===== src/rtl/spi_tgt_pkg.sv =====
package spi_tgt_pkg;
   localparam int ADDR_W    = 24;
   localparam int LEN_W     = 6;
   localparam int HDR_BYTES = 4;
   localparam int HDR_LAST  = HDR_BYTES - 1;

   typedef enum logic [1:0] {
      FR_HDR,
      FR_WAIT,
      FR_DATA,
      FR_DONE
   } fr_state_e;
endpackage


===== src/rtl/spi_tgt_sync.sv =====
module spi_tgt_sync #(
   parameter int              WIDTH   = 1,
   parameter int              STAGES  = 2,
   parameter logic [WIDTH-1:0] RST_VAL = '0
) (
   input  logic             clk,
   input  logic             rst_n,
   input  logic [WIDTH-1:0] d,
   output logic [WIDTH-1:0] q
);
   if (STAGES < 2) begin : g_bad_stages
      $error("spi_tgt_sync needs at least two stages");
   end

   logic [WIDTH-1:0] pipe [STAGES];

   for (genvar s = 0; s < STAGES; s++) begin : g_stage
      if (s == 0) begin : g_first
         always_ff @(posedge clk or negedge rst_n) begin
            if (!rst_n) pipe[0] <= RST_VAL;
            else        pipe[0] <= d;
         end
      end else begin : g_next
         always_ff @(posedge clk or negedge rst_n) begin
            if (!rst_n) pipe[s] <= RST_VAL;
            else        pipe[s] <= pipe[s-1];
         end
      end
   end

   assign q = pipe[STAGES-1];
endmodule


===== src/rtl/spi_tgt_frame.sv =====
module spi_tgt_frame
   import spi_tgt_pkg::*;
(
   input  logic              clk,
   input  logic              rst_n,
   input  logic              cs_act,
   input  logic              sclk_rise,
   input  logic              sclk_fall,
   input  logic              mosi_s,
   input  logic              go_ok,
   input  logic [7:0]        rd_byte,
   output logic              miso,
   output logic              cur_read,
   output logic              hdr_done,
   output logic [ADDR_W-1:0] hdr_addr,
   output logic              wr_stb,
   output logic [7:0]        wr_byte,
   output logic              rd_take,
   output logic              rd_more
);
   fr_state_e        st;
   logic [2:0]       bit_idx;
   logic [1:0]       hdr_cnt;
   logic [7:0]       rx_sr;
   logic [7:0]       tx_sr;
   logic [15:0]      addr_hi;
   logic             go_q;
   logic [LEN_W-1:0] len_m1;
   logic [LEN_W-1:0] dcnt;

   logic [7:0] rx_next;
   logic       byte_end;
   logic       flag_slot;
   logic       load_slot;

   assign rx_next   = {rx_sr[6:0], mosi_s};
   assign byte_end  = sclk_rise && (bit_idx == 3'd7);
   assign flag_slot = sclk_fall && (bit_idx == 3'd7) &&
                      ((st == FR_WAIT) || (st == FR_HDR && hdr_cnt == 2'(HDR_LAST)));
   assign load_slot = sclk_fall && (bit_idx == 3'd0);

   assign rd_take  = load_slot && (st == FR_DATA) && cur_read;
   assign rd_more  = (dcnt != len_m1);
   assign hdr_done = byte_end && (st == FR_HDR) && (hdr_cnt == 2'(HDR_LAST));
   assign hdr_addr = {addr_hi, rx_next};
   assign wr_stb   = byte_end && (st == FR_DATA) && !cur_read;
   assign wr_byte  = rx_next;
   assign miso     = tx_sr[7];

   always_ff @(posedge clk or negedge rst_n) begin
      if (!rst_n) begin
         st       <= FR_HDR;
         bit_idx  <= '0;
         hdr_cnt  <= '0;
         rx_sr    <= '0;
         tx_sr    <= '0;
         addr_hi  <= '0;
         go_q     <= 1'b0;
         len_m1   <= '0;
         dcnt     <= '0;
         cur_read <= 1'b0;
      end else if (!cs_act) begin
         st      <= FR_HDR;
         bit_idx <= '0;
         hdr_cnt <= '0;
         tx_sr   <= '0;
         go_q    <= 1'b0;
         dcnt    <= '0;
      end else begin
         if (sclk_rise) begin
            rx_sr   <= rx_next;
            bit_idx <= bit_idx + 3'd1;
         end
         if (byte_end) begin
            unique case (st)
               FR_HDR: begin
                  hdr_cnt <= hdr_cnt + 2'd1;
                  if (hdr_cnt == 2'd0) begin
                     cur_read <= rx_next[7];
                     len_m1   <= rx_next[LEN_W-1:0];
                     if (!rx_next[6]) st <= FR_DONE;
                  end else if (hdr_cnt != 2'(HDR_LAST)) begin
                     addr_hi <= {addr_hi[7:0], rx_next};
                  end else begin
                     st <= go_q ? FR_DATA : FR_WAIT;
                  end
               end
               FR_WAIT: if (go_q) st <= FR_DATA;
               FR_DATA: begin
                  dcnt <= dcnt + 1'b1;
                  if (dcnt == len_m1) st <= FR_DONE;
               end
               default: ;
            endcase
         end
         if (flag_slot) begin
            tx_sr <= {go_ok, 7'd0};
            go_q  <= go_ok;
         end else if (load_slot) begin
            tx_sr <= rd_take ? rd_byte : 8'h00;
         end else if (sclk_fall) begin
            tx_sr <= {tx_sr[6:0], 1'b0};
         end
      end
   end

   // the data phase is only entered after a byte that carried a 1 flag
   assert_go_before_data_R4: assert property (@(posedge clk) disable iff (!rst_n)
      (st == FR_DATA && $past(st) != FR_DATA) |-> $past(go_q));

   // the data counter never runs beyond the decoded length
   assert_len_bound_R8: assert property (@(posedge clk) disable iff (!rst_n)
      (st == FR_DATA) |-> (dcnt <= len_m1));
endmodule


===== src/rtl/spi_tgt_port.sv =====
module spi_tgt_port
   import spi_tgt_pkg::*;
#(
   parameter logic [ADDR_W-1:0] FIFO_ADDR = 24'h000024
) (
   input  logic              clk,
   input  logic              rst_n,
   input  logic              frame_end,
   input  logic              cur_read,
   input  logic              hdr_done,
   input  logic [ADDR_W-1:0] hdr_addr,
   input  logic              wr_stb,
   input  logic [7:0]        wr_byte,
   input  logic              rd_take,
   input  logic              rd_more,
   output logic              go_ok,
   output logic [7:0]        rd_byte,
   output logic              reg_req,
   output logic              reg_we,
   output logic [ADDR_W-1:0] reg_addr,
   output logic [7:0]        reg_wdata,
   input  logic [7:0]        reg_rdata,
   input  logic              reg_ready
);
   function automatic logic [ADDR_W-1:0] step(input logic [ADDR_W-1:0] a);
      return (a == FIFO_ADDR) ? a : a + ADDR_W'(1);
   endfunction

   logic [ADDR_W-1:0] ptr;
   logic              want, want_we;
   logic [ADDR_W-1:0] want_addr;
   logic [7:0]        want_data;
   logic              rd_valid, stale;
   logic              kill_rd;

   assign kill_rd = frame_end && want && !want_we;
   assign go_ok   = cur_read ? rd_valid : !(want || reg_req);

   always_ff @(posedge clk or negedge rst_n) begin
      if (!rst_n) begin
         ptr       <= '0;
         want      <= 1'b0;
         want_we   <= 1'b0;
         want_addr <= '0;
         want_data <= '0;
         reg_req   <= 1'b0;
         reg_we    <= 1'b0;
         reg_addr  <= '0;
         reg_wdata <= '0;
         rd_byte   <= '0;
         rd_valid  <= 1'b0;
         stale     <= 1'b0;
      end else begin
         if (want && !reg_req && !kill_rd) begin
            reg_req   <= 1'b1;
            reg_we    <= want_we;
            reg_addr  <= want_addr;
            reg_wdata <= want_data;
            want      <= 1'b0;
         end
         if (reg_req && reg_ready) begin
            reg_req <= 1'b0;
            if (!reg_we) begin
               if (stale) stale <= 1'b0;
               else begin
                  rd_byte  <= reg_rdata;
                  rd_valid <= 1'b1;
               end
            end
         end
         if (hdr_done) begin
            if (cur_read) begin
               want      <= 1'b1;
               want_we   <= 1'b0;
               want_addr <= hdr_addr;
               ptr       <= step(hdr_addr);
            end else begin
               ptr <= hdr_addr;
            end
         end
         if (wr_stb) begin
            want      <= 1'b1;
            want_we   <= 1'b1;
            want_addr <= ptr;
            want_data <= wr_byte;
            ptr       <= step(ptr);
         end
         if (rd_take) begin
            rd_valid <= 1'b0;
            if (rd_more) begin
               want      <= 1'b1;
               want_we   <= 1'b0;
               want_addr <= ptr;
               ptr       <= step(ptr);
            end
         end
         if (frame_end) begin
            if (kill_rd) want <= 1'b0;
            rd_valid <= 1'b0;
            if (reg_req && !reg_we && !reg_ready) stale <= 1'b1;
         end
      end
   end

   // an open request keeps its command fields until the port answers
   assert_req_hold_R12: assert property (@(posedge clk) disable iff (!rst_n)
      (reg_req && !reg_ready) |=> (reg_req && $stable(reg_we) && $stable(reg_addr) && $stable(reg_wdata)));

   // no read data is left over when a read header completes, so reads stall
   assert_read_stall_R3: assert property (@(posedge clk) disable iff (!rst_n)
      (hdr_done && cur_read) |-> !rd_valid);

   // a write byte never lands on top of a queued write byte
   assert_no_overrun_R7: assert property (@(posedge clk) disable iff (!rst_n)
      wr_stb |-> !(want && want_we));
endmodule


===== src/rtl/spi_reg_target.sv =====
module spi_reg_target
   import spi_tgt_pkg::*;
#(
   parameter int                SYNC_STAGES = 2,
   parameter logic [ADDR_W-1:0] FIFO_ADDR   = 24'h000024
) (
   input  logic              clk,
   input  logic              rst_n,
   input  logic              spi_sclk,
   input  logic              spi_cs_n,
   input  logic              spi_mosi,
   output logic              spi_miso,
   output logic              reg_req,
   output logic              reg_we,
   output logic [ADDR_W-1:0] reg_addr,
   output logic [7:0]        reg_wdata,
   input  logic [7:0]        reg_rdata,
   input  logic              reg_ready
);
   logic [2:0] pins_s;
   logic       cs_s, sclk_s, mosi_s;
   logic       cs_d, sclk_d;
   logic       cs_act, sclk_rise, sclk_fall, frame_end;

   spi_tgt_sync #(.WIDTH(3), .STAGES(SYNC_STAGES), .RST_VAL(3'b100)) i_sync (
      .clk  (clk),
      .rst_n(rst_n),
      .d    ({spi_cs_n, spi_sclk, spi_mosi}),
      .q    (pins_s)
   );
   assign {cs_s, sclk_s, mosi_s} = pins_s;

   always_ff @(posedge clk or negedge rst_n) begin
      if (!rst_n) begin
         cs_d   <= 1'b1;
         sclk_d <= 1'b0;
      end else begin
         cs_d   <= cs_s;
         sclk_d <= sclk_s;
      end
   end

   assign cs_act    = !cs_s;
   assign sclk_rise = cs_act && sclk_s && !sclk_d;
   assign sclk_fall = cs_act && !sclk_s && sclk_d;
   assign frame_end = cs_s && !cs_d;

   logic              go_ok, cur_read, hdr_done, wr_stb, rd_take, rd_more;
   logic [7:0]        rd_byte, wr_byte;
   logic [ADDR_W-1:0] hdr_addr;

   spi_tgt_frame i_frame (
      .clk      (clk),
      .rst_n    (rst_n),
      .cs_act   (cs_act),
      .sclk_rise(sclk_rise),
      .sclk_fall(sclk_fall),
      .mosi_s   (mosi_s),
      .go_ok    (go_ok),
      .rd_byte  (rd_byte),
      .miso     (spi_miso),
      .cur_read (cur_read),
      .hdr_done (hdr_done),
      .hdr_addr (hdr_addr),
      .wr_stb   (wr_stb),
      .wr_byte  (wr_byte),
      .rd_take  (rd_take),
      .rd_more  (rd_more)
   );

   spi_tgt_port #(.FIFO_ADDR(FIFO_ADDR)) i_port (
      .clk      (clk),
      .rst_n    (rst_n),
      .frame_end(frame_end),
      .cur_read (cur_read),
      .hdr_done (hdr_done),
      .hdr_addr (hdr_addr),
      .wr_stb   (wr_stb),
      .wr_byte  (wr_byte),
      .rd_take  (rd_take),
      .rd_more  (rd_more),
      .go_ok    (go_ok),
      .rd_byte  (rd_byte),
      .reg_req  (reg_req),
      .reg_we   (reg_we),
      .reg_addr (reg_addr),
      .reg_wdata(reg_wdata),
      .reg_rdata(reg_rdata),
      .reg_ready(reg_ready)
   );

   // with chip select settled high the target keeps MISO low
   assert_idle_quiet_R11: assert property (@(posedge clk) disable iff (!rst_n)
      (cs_s && cs_d) |-> !spi_miso);
endmodule


===== config.mk =====
export PLATFORM = sky130hd
export DESIGN_NAME = spi_reg_target
export DESIGN_NICKNAME = d
export VERILOG_FILES = /design/src/rtl/spi_tgt_pkg.sv /design/src/rtl/spi_tgt_sync.sv /design/src/rtl/spi_tgt_frame.sv /design/src/rtl/spi_tgt_port.sv /design/src/rtl/spi_reg_target.sv
export SDC_FILE = /design/constraint.sdc
export NUM_CORES = 1
export LEC_CHECK = 0
export BUFFER_PORTS_ARGS = -buffer_cell sky130_fd_sc_hd__buf_2
export CAP_MARGIN = 10
export CORE_MARGIN = 1
export CORE_UTILIZATION = 50
export DETAILED_ROUTE_END_ITERATION = 8
export PLACE_DENSITY = 0.66
export SYNTH_ARGS = -nofsm -noshare
export SYNTH_HDL_FRONTEND = slang
export SYNTH_SLANG_ARGS = --single-unit

===== constraint.sdc =====
create_clock -name clk -period 5.8 [get_ports clk]
set_input_delay 0.29 -clock clk [delete_from_list [all_inputs] [get_ports clk]]
set_output_delay 0.29 -clock clk [all_outputs]
set_load 0.01 [all_outputs]

[Word-level counts from Yosys, hierarchy flattened]
Cells that the tools add are included.
Word-level totals
  bits in registers: 162
  bits of input ports: 14
  output and inout bits: 35
Operators by class
  add/sub/neg operators: 5
  equal/unequal tests: 15
  multiplexer cells: 61
  bitwise operators: 4
  reductions and logical operators: 56
Operators by type and width (count)
  24-bit two-way mux: 12
  24-bit by 1-bit adder with 24-bit output (second input constant): 2
  24-bit by 6-bit == test with 1-bit output (second input constant): 2
  8-bit two-way mux: 5
  1-bit two-way mux: 27
  1-bit logical AND: 23
  2-bit two-way mux: 11
  6-bit two-way mux: 3
  2-bit nonzero test: 6
  1-bit logical NOT: 11
  4-bit inequality test (second input constant): 2
  4-bit nonzero test: 2
  6-bit by 1-bit adder with 6-bit output (second input constant): 1
  6-bit == test: 1
  3-bit two-way mux: 2
  3-bit by 1-bit inequality test with 1-bit output (second input constant): 2
  6-bit inequality test: 1
  2-bit case mux with 3 select lines: 1
  2-bit AND reduction: 3
  3-bit AND reduction: 2
  6-bit AND reduction: 1
  5-bit AND reduction: 1
  2-bit == test (second input constant): 2
  2-bit logical NOT: 2
  other kinds (12): 16

[Depth between registers and ports, before layout]
Gate-level depths: netlist of run 1.
  word-level depth: 14
  mapped depth: 9

[Modules after synthesis]
A second synthesis of run 1 with hierarchy kept.
Second synthesis, totals
  cells, all modules: 686
  area, all modules: 7980.2 µm²
By module, submodules not included
  spi_tgt_port: instances 1, cells an instance 468, area an instance 5232.5 µm²
  spi_tgt_frame: instances 1, cells an instance 203, area an instance 2496.1 µm²
  spi_tgt_sync: instances 1, cells an instance 9, area an instance 175.2 µm²
  spi_reg_target: instances 1, cells an instance 6, area an instance 76.3 µm²

[Worst setup path before layout of run 1]
Ideal clock, no wire load.
  path kind: reg2reg
  start: register i_frame.bit_idx[0]
  end: register i_frame.addr_hi[12]
  arrival time: 1.983 ns
  required time: 5.675 ns
  slack: 3.692 ns
  cell stages (with the launch flop): 9
  buffers on the path: 3
  period minus slack after synthesis: 2.108 ns
  cells stage by stage: dfrtp_1 ha_1 ha_1 clkbuf_1 nand3_4 or4_1 buf_6 buf_6 mux2_4
On the way
  longest elaborated chain between the ends: 3
RTL lines
  from (decl): line spi_tgt_frame.sv:22  | logic [2:0] bit_idx;
  from (signal assigned): line spi_tgt_frame.sv:72  | bit_idx <= bit_idx + 3'd1;
  3-bit == test: line spi_tgt_frame.sv:37  | assign byte_end = sclk_rise && (bit_idx == 3'd7);
  1-bit logical AND: line spi_tgt_frame.sv:37
  5-bit AND reduction (no source line)
  to (signal assigned): line spi_tgt_frame.sv:83  | addr_hi <= {addr_hi[7:0], rx_next};
  to (decl): line spi_tgt_frame.sv:26  | logic [15:0] addr_hi;
Every way passes these cells.
A chain may end at the register's enable or synchronous reset.

[Final worst setup path of run 1]
  start: register sclk_d
  end: register i_port.ptr[9]
On the way
  longest elaborated chain between the ends: 9
  elaborated cells between the ends (all ways): 15
  classes of those cells: 4 x mux; 11 x reduce/logical
RTL lines
  from (decl): line spi_reg_target.sv:22  | logic cs_d, sclk_d;
  from (signal assigned): line spi_reg_target.sv:39  | sclk_d <= sclk_s;
  1-bit logical NOT: line spi_reg_target.sv:44  | assign sclk_rise = cs_act && sclk_s && !sclk_d;
  1-bit logical AND: line spi_reg_target.sv:44
  1-bit logical AND: line spi_tgt_frame.sv:37
  1-bit logical AND (2 in a row): line spi_tgt_frame.sv:44  | assign hdr_done = byte_end && (st == FR_HDR) && (hdr_cnt == 2'(HDR_LAST));
  24-bit two-way mux: line spi_tgt_port.sv:71  | if (hdr_done) begin
  24-bit two-way mux: line spi_tgt_port.sv:81  | if (wr_stb) begin
  24-bit two-way mux: line spi_tgt_port.sv:90  | if (rd_more) begin
  24-bit two-way mux (*): line spi_tgt_port.sv:88  | if (rd_take) begin
  to (signal assigned): line spi_tgt_port.sv:76  | ptr <= step(hdr_addr);
  to (signal assigned): line spi_tgt_port.sv:86  | ptr <= step(ptr);
  to (signal assigned): line spi_tgt_port.sv:94  | ptr <= step(ptr);
  to (decl): line spi_tgt_port.sv:29  | logic [ADDR_W-1:0] ptr;
Mark *: on every way between the ends. The rest lies on a longest branch, timed or not.

==> run metrics, run 1 <==
run status=finished clean; Crit. Startpoint=sclk_d; combinational family with the most area after synthesis=simple AND/OR/NAND/NOR gates; number of routed nets with antenna violations=0; Tmin final=3.14 ns; Synth Area in Adders=2.04%; post-cts repair resize count=0; clock latency on the worst-skew pair=between 0.4 and 0.5 ns; post-synthesis sequential area ratio=50.9%; number of inserted diodes=0; crit end category=flop; GRT Util Overall=23.4%; drt drc=0; Max-cap violations=0; Critical R2R Launch=sclk_d; average wire per standard cell=18.1 um; Top-Level Pins=between 40 and 50; final WL=approximately 18000 um; number of global-route vias before repair=approximately 5800; Final Hold Viols=0; final setup TNS=0 ns; Peak Freq=319 MHz; max-slew violations=0; Non-Filler Instances=998; EDFF count, synth=0; Mapped Avg Cell Area=10.7 um^2; htree depth=4; crit-path cells=nor2b_4, and2b_1, nand4b_1, nand3_1, o21ai_0, a221oi_1; Synth Net Count=between 700 and 800; initial antenna violation count=0; worst vdd ir=0.000203 V; Reg clk slew, reported paths=0.06 ns; Die Wd=128 um; largest net degree at the start of global routing=84; Iteration-0 DRC Markers=roughly 440; cells after synthesis=about 740; cell area after synthesis=approximately 8000 um^2; Worst Hold Launch=reg_ready; layout cell share with drive strength beyond 1=21.1%; vias per std cell=5.83; count of input and output buffers=48; synthesized flop and latch total=162; Final Setup Violations=0; post-synth cell types=64; die area=16400 um^2; Main synth FF type=dfrtp_1; Worst slew margin=between 20% and 30%; drt pass-1 iters=5; Pwr Density=between 200 and 300 nW/um^2; global-route wire length before repair=approximately 30000 um; slowest CP cell=nand3_1; Max FO, Critical Path=17; Starting Density=51.9%; Synth Area in Simple Gates=15.6%; Async S/R FF share, synth=100%; xor/xnor share of the synthesized area=between 3 and 4%; Area Overhead vs Synth=12.4%; WS Path Type=flop to flop; Max Root-Sink Buffers=2; fillers=1279; TritonCTS clock tree=built; max incr delay on CP=around 0.8 ns; Die Ht=approximately 130 um; clock net sink count=162; clk root buf=clkbuf_16; Top delay family on crit path=simple AND/OR/NAND/NOR gates; unrepaired setup endpoints after global routing=no; DP HPWL=12100 um; placed insts=962; FP Rows=45; worst path bufs/invs=0; Synth Area in Compound Gates=10.9%; Worst EP required=between 6 and 7 ns; Placer Congestion=around 0.84; CORE AREA=15400 um^2; critical path launch point type=flop; nets=801; Hold WC Path Type=primary input to flop; total gr overflow=0; worst slew pin tran=1.08 ns; mux cell area share after synthesis=between 10% and 20%; critical path arrival=3.46 ns; Synth warnings=0; Pleak=4.38 nW; Vias=~5800; Worst Skew=0.00783 ns; Num CTS Buffers=17; fin crit share=54.1%
[per-layer routing]
metal	track usage (%)	routed length, um	up-vias	share of wire (%)
li1	-	-	2723	-
met2	38.2	8830	150	49
met5	0	0	-	0
met4	8.86	317	0	1.8
met1	30.8	8050	2917	45
met3	4.59	841	24	4.7
[Yosys cell counts, types with 3 or more instances]
| master | number | area (um^2) |
|---|---|---|
| dfrtp_1 | 159 | 3980 |
| nand2_1 | 87 | 327 |
| mux2_2 | 62 | 698 |
| o21ai_0 | 56 | 280 |
| nor2_1 | 38 | 143 |
| a21oi_1 | 29 | 145 |
| mux2i_1 | 27 | 270 |
| and3_1 | 24 | 150 |
| xor2_1 | 21 | 184 |
| clkbuf_1 | 20 | 75.1 |
| nand3_1 | 20 | 100 |
| inv_1 | 19 | 71.3 |
| buf_2 | 18 | 90.1 |
| nand4_1 | 14 | 87.6 |
| xnor2_1 | 14 | 123 |
| ha_1 | 13 | 163 |
| nor3_1 | 11 | 55.1 |
| nor4_1 | 10 | 62.6 |
| a211oi_1 | 8 | 60.1 |
| and4_1 | 6 | 52.6 |
| nor2b_1 | 6 | 37.5 |
| a221oi_1 | 5 | 43.8 |
| a311oi_1 | 5 | 43.8 |
| mux2_4 | 4 | 60.1 |
| o21a_1 | 4 | 30.0 |
| o221a_2 | 4 | 45.0 |
| a211o_1 | 3 | 26.3 |
| and2_1 | 3 | 18.8 |
| and4b_1 | 3 | 30.0 |
| buf_4 | 3 | 22.5 |
| buf_6 | 3 | 33.8 |
| dfstp_2 | 3 | 78.8 |
| o22ai_1 | 3 | 18.8 |
[repair_timing]
item / CTS / global route
buffers inserted: 0 / 0
hold endpoints to repair: 85 / 0
hold buffers: 4 / 0
[path summary, 6_finish.rpt]
path	end	slack (ns)	cells past startpoint
min in group asynchronous	i_port.want_addr[17]	0.48	2
max in group asynchronous	i_frame.dcnt[1]	3.86	3
min reg2reg	i_sync.q[1]	0.35	0
max reg2reg	i_port.ptr[9]	2.66	6
max	i_port.ptr[9]	2.66	6
min	i_port.stale	0.06	2
[placed cells by master, fill, tap and decap left out, types with 3 or more instances in the layout]
cell type	count
a311oi_1	5
o22ai_1	3
and4b_1	3
nor4_1	9
nand3_1	20
dlygate4sd3_1	4
dfrtp_1	159
buf_2	47
and2_1	3
o21ai_0	56
nor3_1	11
mux2_2	62
o21a_1	4
nor2b_1	6
o221a_2	4
and3_1	24
mux2_4	4
and4_1	6
bufinv_16	4
a211oi_1	8
a221oi_1	5
clkbuf_1	4
a21oi_1	29
clkbuf_16	17
inv_1	19
buf_4	4
a211o_1	3
xor2_1	21
nor2_1	38
nand4_1	14
nand2_1	87
xnor2_1	14
ha_1	13
mux2i_1	27
dfstp_2	3
[state kept, by name, indices dropped and copies added, names as in the netlist, 6 cells and up]
name / cells
i_port.reg_addr: 24
i_port.reg_wdata: 8
i_frame.tx_sr: 8
i_frame.addr_hi: 16
i_port.rd_byte: 8
i_frame.rx_sr: 7
i_port.want_addr: 24
i_frame.dcnt: 6
i_port.ptr: 24
i_port.want_data: 8
i_frame.len_m1: 6
[kinds of logic after synthesis]
logic type / count (synthesis)
compound gates: 135
xor+xnor: 35
fa+ha+maj: 13
buf+inv: 65
flops: 162
mux: 93
simple gates: 241
[stage by stage]
| step | setup WS, ns | cell area (um^2) | util, % | power, mW | hold slack [ns] |
|---|---|---|---|---|---|
| 6_report | 2.66 | 8960 | 58.3 | 2.50 | 0.0573 |
| 5_1_grt | 2.36 | 8960 | 58.3 | 2.59 | 0.0603 |
| 4_1_cts | 2.69 | 8960 | 58.3 | 2.53 | 0.0463 |
| 3_5_place_dp | 2.70 | 8300 | 54.0 | 1.34 | 0.340 |
| 3_3_place_gp | 2.82 | 8300 | 54.0 | 1.34 | 0.335 |
| 2_1_floorplan | 3.69 | 7970 | - | 1.28 | -0.00559 |
[worst register-to-register path, cell delays in order, from the launching register on]
cell and delay [ns]:
dfrtp_1 0.42, nor2b_4 0.18, and2b_1 0.54, nand4b_1 0.66, nand3_1 0.78, o21ai_0 0.19, a221oi_1 0.26
[power breakdown]
| part | switching [mW] | internal [mW] |
|---|---|---|
| Clock | 0.437 | 0.744 |
| Combinational | 0.0568 | 0.0379 |
| Sequential | 0.0775 | 1.15 |
| Total | 0.571 | 1.93 |
[area by class of cell]
class | count | area [um^2] | share of cell area [%]
Clock buffer | 23 | 468 | 5.22
Clock inverter | 9 | 155 | 1.73
Inverter | 20 | 75.1 | 0.838
Multi-Input combinational cell | 517 | 3620 | 40.4
Sequential cell | 162 | 4060 | 45.3
Tap cell | 211 | 264 | 2.95
Timing Repair Buffer | 56 | 317 | 3.53
No activity file was read; power rests on OpenSTA's default activity.
==> inputs of run 2 (changes only) <==
--- a/config.mk
+++ b/config.mk
@@ -5,12 +5,13 @@
 export SDC_FILE = /design/constraint.sdc
 export NUM_CORES = 1
 export LEC_CHECK = 0
+export ABC_AREA = 1
 export BUFFER_PORTS_ARGS = -buffer_cell sky130_fd_sc_hd__buf_2
 export CAP_MARGIN = 10
 export CORE_MARGIN = 1
 export CORE_UTILIZATION = 50
 export DETAILED_ROUTE_END_ITERATION = 8
-export PLACE_DENSITY = 0.66
+export PLACE_DENSITY = 0.65
 export SYNTH_ARGS = -nofsm -noshare
 export SYNTH_HDL_FRONTEND = slang
 export SYNTH_SLANG_ARGS = --single-unit
==> constraint.sdc (replaced) <==
create_clock -name clk -period 3.1 [get_ports clk]
set_input_delay 0.155 -clock clk [delete_from_list [all_inputs] [get_ports clk]]
set_output_delay 0.155 -clock clk [all_outputs]
set_load 0.01 [all_outputs]
==> run metrics, run 2 <==
total gr overflow=0 (unchanged); Worst slew margin=42.9% (was 27.6%); Final Hold Viols=0 (unchanged); area leader, netlist=dfrtp_1 (unchanged); Synth Area in Compound Gates=13.2% (was 10.9%); post-synth cell types=41 (was 64); Async S/R FF share, synth=100% (unchanged); Main synth FF type=dfrtp_1 (unchanged); DR WL met3=1470 um (was 841 um); global-route wire length before repair=36600 um (was 29700 um); Synth Area in Simple Gates=25.3% (was 15.6%); Top-Level Pins=49 (unchanged); synth top area cells=dfrtp_1, nand2_1, o21ai_0, inv_1, nand3_1 (was dfrtp_1, mux2_2, nand2_1, o21ai_0, mux2i_1); Pwr Density=486 nW/um^2 (was 279 nW/um^2); cell area after synthesis=8650 um^2 (was 7970 um^2); count of input and output buffers=48 (unchanged); top layer reached by signal wires=met4 (unchanged); critical path arrival=2.76 ns (was 3.46 ns); Worst EP required=3.46 ns (was 6.12 ns); post-CTS setup buffer count=0 (unchanged); crit-path cells=nor3_4, inv_2, nor2_8, nand3_4, clkinv_4, nand2_4, nand2_2, buf_4, nand2_1, nand2_1 (was nor2b_4, and2b_1, nand4b_1, nand3_1, o21ai_0, a221oi_1); Synth top cells by count=nand2_1, dfrtp_1, inv_1, o21ai_0, nor2_1 (was dfrtp_1, nand2_1, mux2_2, o21ai_0, nor2_1); Synth Net Count=1111 (was 771); FP Rows=47 (was 45); Hold WC Path Type=primary input to async pin (was primary input to flop); Synth top area share=46.0% (was 49.9%); Reg clk slew, reported paths=0.07 ns (was 0.06 ns); slowest CP cell=buf_4 (was nand3_1); DP HPWL=15500 um (was 12100 um); Peak Freq=416 MHz (was 319 MHz); Synth warnings=0 (unchanged); synthesized flop and latch total=162 (unchanged); Non-Filler Instances=1363 (was 998); largest net degree at the start of global routing=76 (was 84); CP most frequent cell=nand2_1; Num CTS Buffers=17 (unchanged); unrepaired setup endpoints after global routing=no (unchanged); fin crit share=77.6% (was 54.1%); post-cts repair resize count=0 (unchanged); crit end category=flop (unchanged); Pleak=4.79 nW (was 4.38 nW); combinational family with the most area after synthesis=simple AND/OR/NAND/NOR gates (unchanged); Vias=7182 (was 5814); fillers=1559 (was 1279); Tmin final=2.41 ns (was 3.14 ns); Area Overhead vs Synth=13.4% (was 12.4%); post-route cell area=9810 um^2 (was 8960 um^2); Max FO, Critical Path=47 (was 17); critical path launch point type=flop (unchanged); Synth Area in Adders=1.88% (was 2.04%); Final Setup Violations=0 (unchanged); mux cell area share after synthesis=1.17% (was 12.9%); worst slew pin tran=0.854 ns (was 1.08 ns); met2 wire len=8860 um (was 8830 um); worst vdd ir=0.000349 V (was 0.000203 V); clock net sink count=162 (unchanged); Max Root-Sink Buffers=2 (unchanged); clock latency on the worst-skew pair=0.43 ns (was 0.42 ns); xor/xnor share of the synthesized area=3.34% (was 3.85%); Top delay family on crit path=simple AND/OR/NAND/NOR gates (unchanged); final WL=21900 um (was 18000 um); FF-to-FF setup slack=0.69 ns (was 2.66 ns); most common cell after layout, fill and taps aside=nand2_1 (was dfrtp_1); die area=17800 um^2 (was 16400 um^2); clk root buf=clkbuf_16 (unchanged); Worst Skew=0.00863 ns (was 0.00783 ns); Max-cap violations=0 (unchanged); largest registers=i_port.ptr: 24 flops, i_port.reg_addr: 24 flops, i_port.want_addr: 24 flops (unchanged); number of inserted diodes=0 (unchanged); cts hold-fix bufs=13 (was 4); M1 WL=11300 um (was 8050 um); most frequent cells in the layout=nand2_1, dfrtp_1, inv_1 (was dfrtp_1, nand2_1, mux2_2); EDFF count, synth=0 (unchanged); max incr delay on CP=0.45 ns (was 0.78 ns); cell with the most instances after synthesis=nand2_1 (was dfrtp_1); TritonCTS clock tree=built (unchanged); max-slew violations=0 (unchanged); average wire per standard cell=16.1 um (was 18.1 um); layout cell share with drive strength beyond 1=12.1% (was 21.1%); drt drc=0 (unchanged); number of global-route vias before repair=6791 (was 5794); vias per std cell=5.27 (was 5.83); number of routed nets with antenna violations=0 (unchanged); GRT Util Overall=26.6% (was 23.4%); placed insts=1318 (was 962); worst path bufs/invs=3 (was 0); Final Util=58.5% (was 58.3%); final setup TNS=0 ns (unchanged); CORE AREA=16800 um^2 (was 15400 um^2); Die Wd=134 um (was 128 um); initial antenna violation count=1 (was 0); Die Ht=134 um (was 128 um); Placer Congestion=0.996 (was 0.843); Total Power=4.77 mW (was 2.50 mW); Starting Density=51.6% (was 51.9%); dpl cell area=9060 um^2 (was 8300 um^2); Iteration-0 DRC Markers=629 (was 439); htree depth=4 (unchanged); Mapped Avg Cell Area=7.98 um^2 (was 10.7 um^2); WS Path Type=flop to flop (unchanged); drt pass-1 iters=8 (was 5); cells after synthesis=1084 (was 744); run status=finished clean (unchanged); nets=1157 (was 801); post-synthesis sequential area ratio=46.9% (was 50.9%)
run 2: report_power, final:
group	internal, mW	switching [mW]
sequential	2.16	0.0724
clock	1.31	0.909
combinational	0.0938	0.225
run 2: kinds of logic after synthesis:
logic type | Yosys count
buf+inv | 171
flops | 162
mux | 9
simple gates | 509
compound gates | 187
xor+xnor | 33
fa+ha+maj | 13
run 2: stage by stage:
stage / hold slack, ns / setup slack [ns]
after floorplan: -0.141 / 1.13
after global placement: 0.223 / 0.823
after detailed placement: 0.230 / 0.732
after CTS: 0.345 / 0.709
after global routing: 0.359 / 0.478
final: 0.315 / 0.694
run 2: metal layers:
metal	up-vias	global-route usage, %
met5	-	0
met4	0	7.95
met3	24	5.06
met2	213	36.3
met1	3337	42.1
li1	3608	-
run 2: worst paths after layout:
path,startpoint,depth (start not counted),to
worst max-delay path,i_sync.q[1],10,i_port.want_addr[6]
worst min-delay path,rst_n,2,i_port.rd_byte[6]
worst min register to register,i_sync.pipe[3],0,i_sync.q[0]
min in group clk,i_sync.pipe[3],0,i_sync.q[0]
max in group asynchronous,rst_n,3,i_port.ptr[10]
worst max register to register,i_sync.q[1],10,i_port.want_addr[6]
run 2: final cells by class:
cell class	count	area, um^2	area share (%)
Clock buffer	19	443	4.51
Clock inverter	13	174	1.77
Inverter	128	485	4.95
Multi-Input combinational cell	751	3890	39.7
Sequential cell	162	4060	41.4
Tap cell	220	275	2.81
Timing Repair Buffer	70	482	4.91
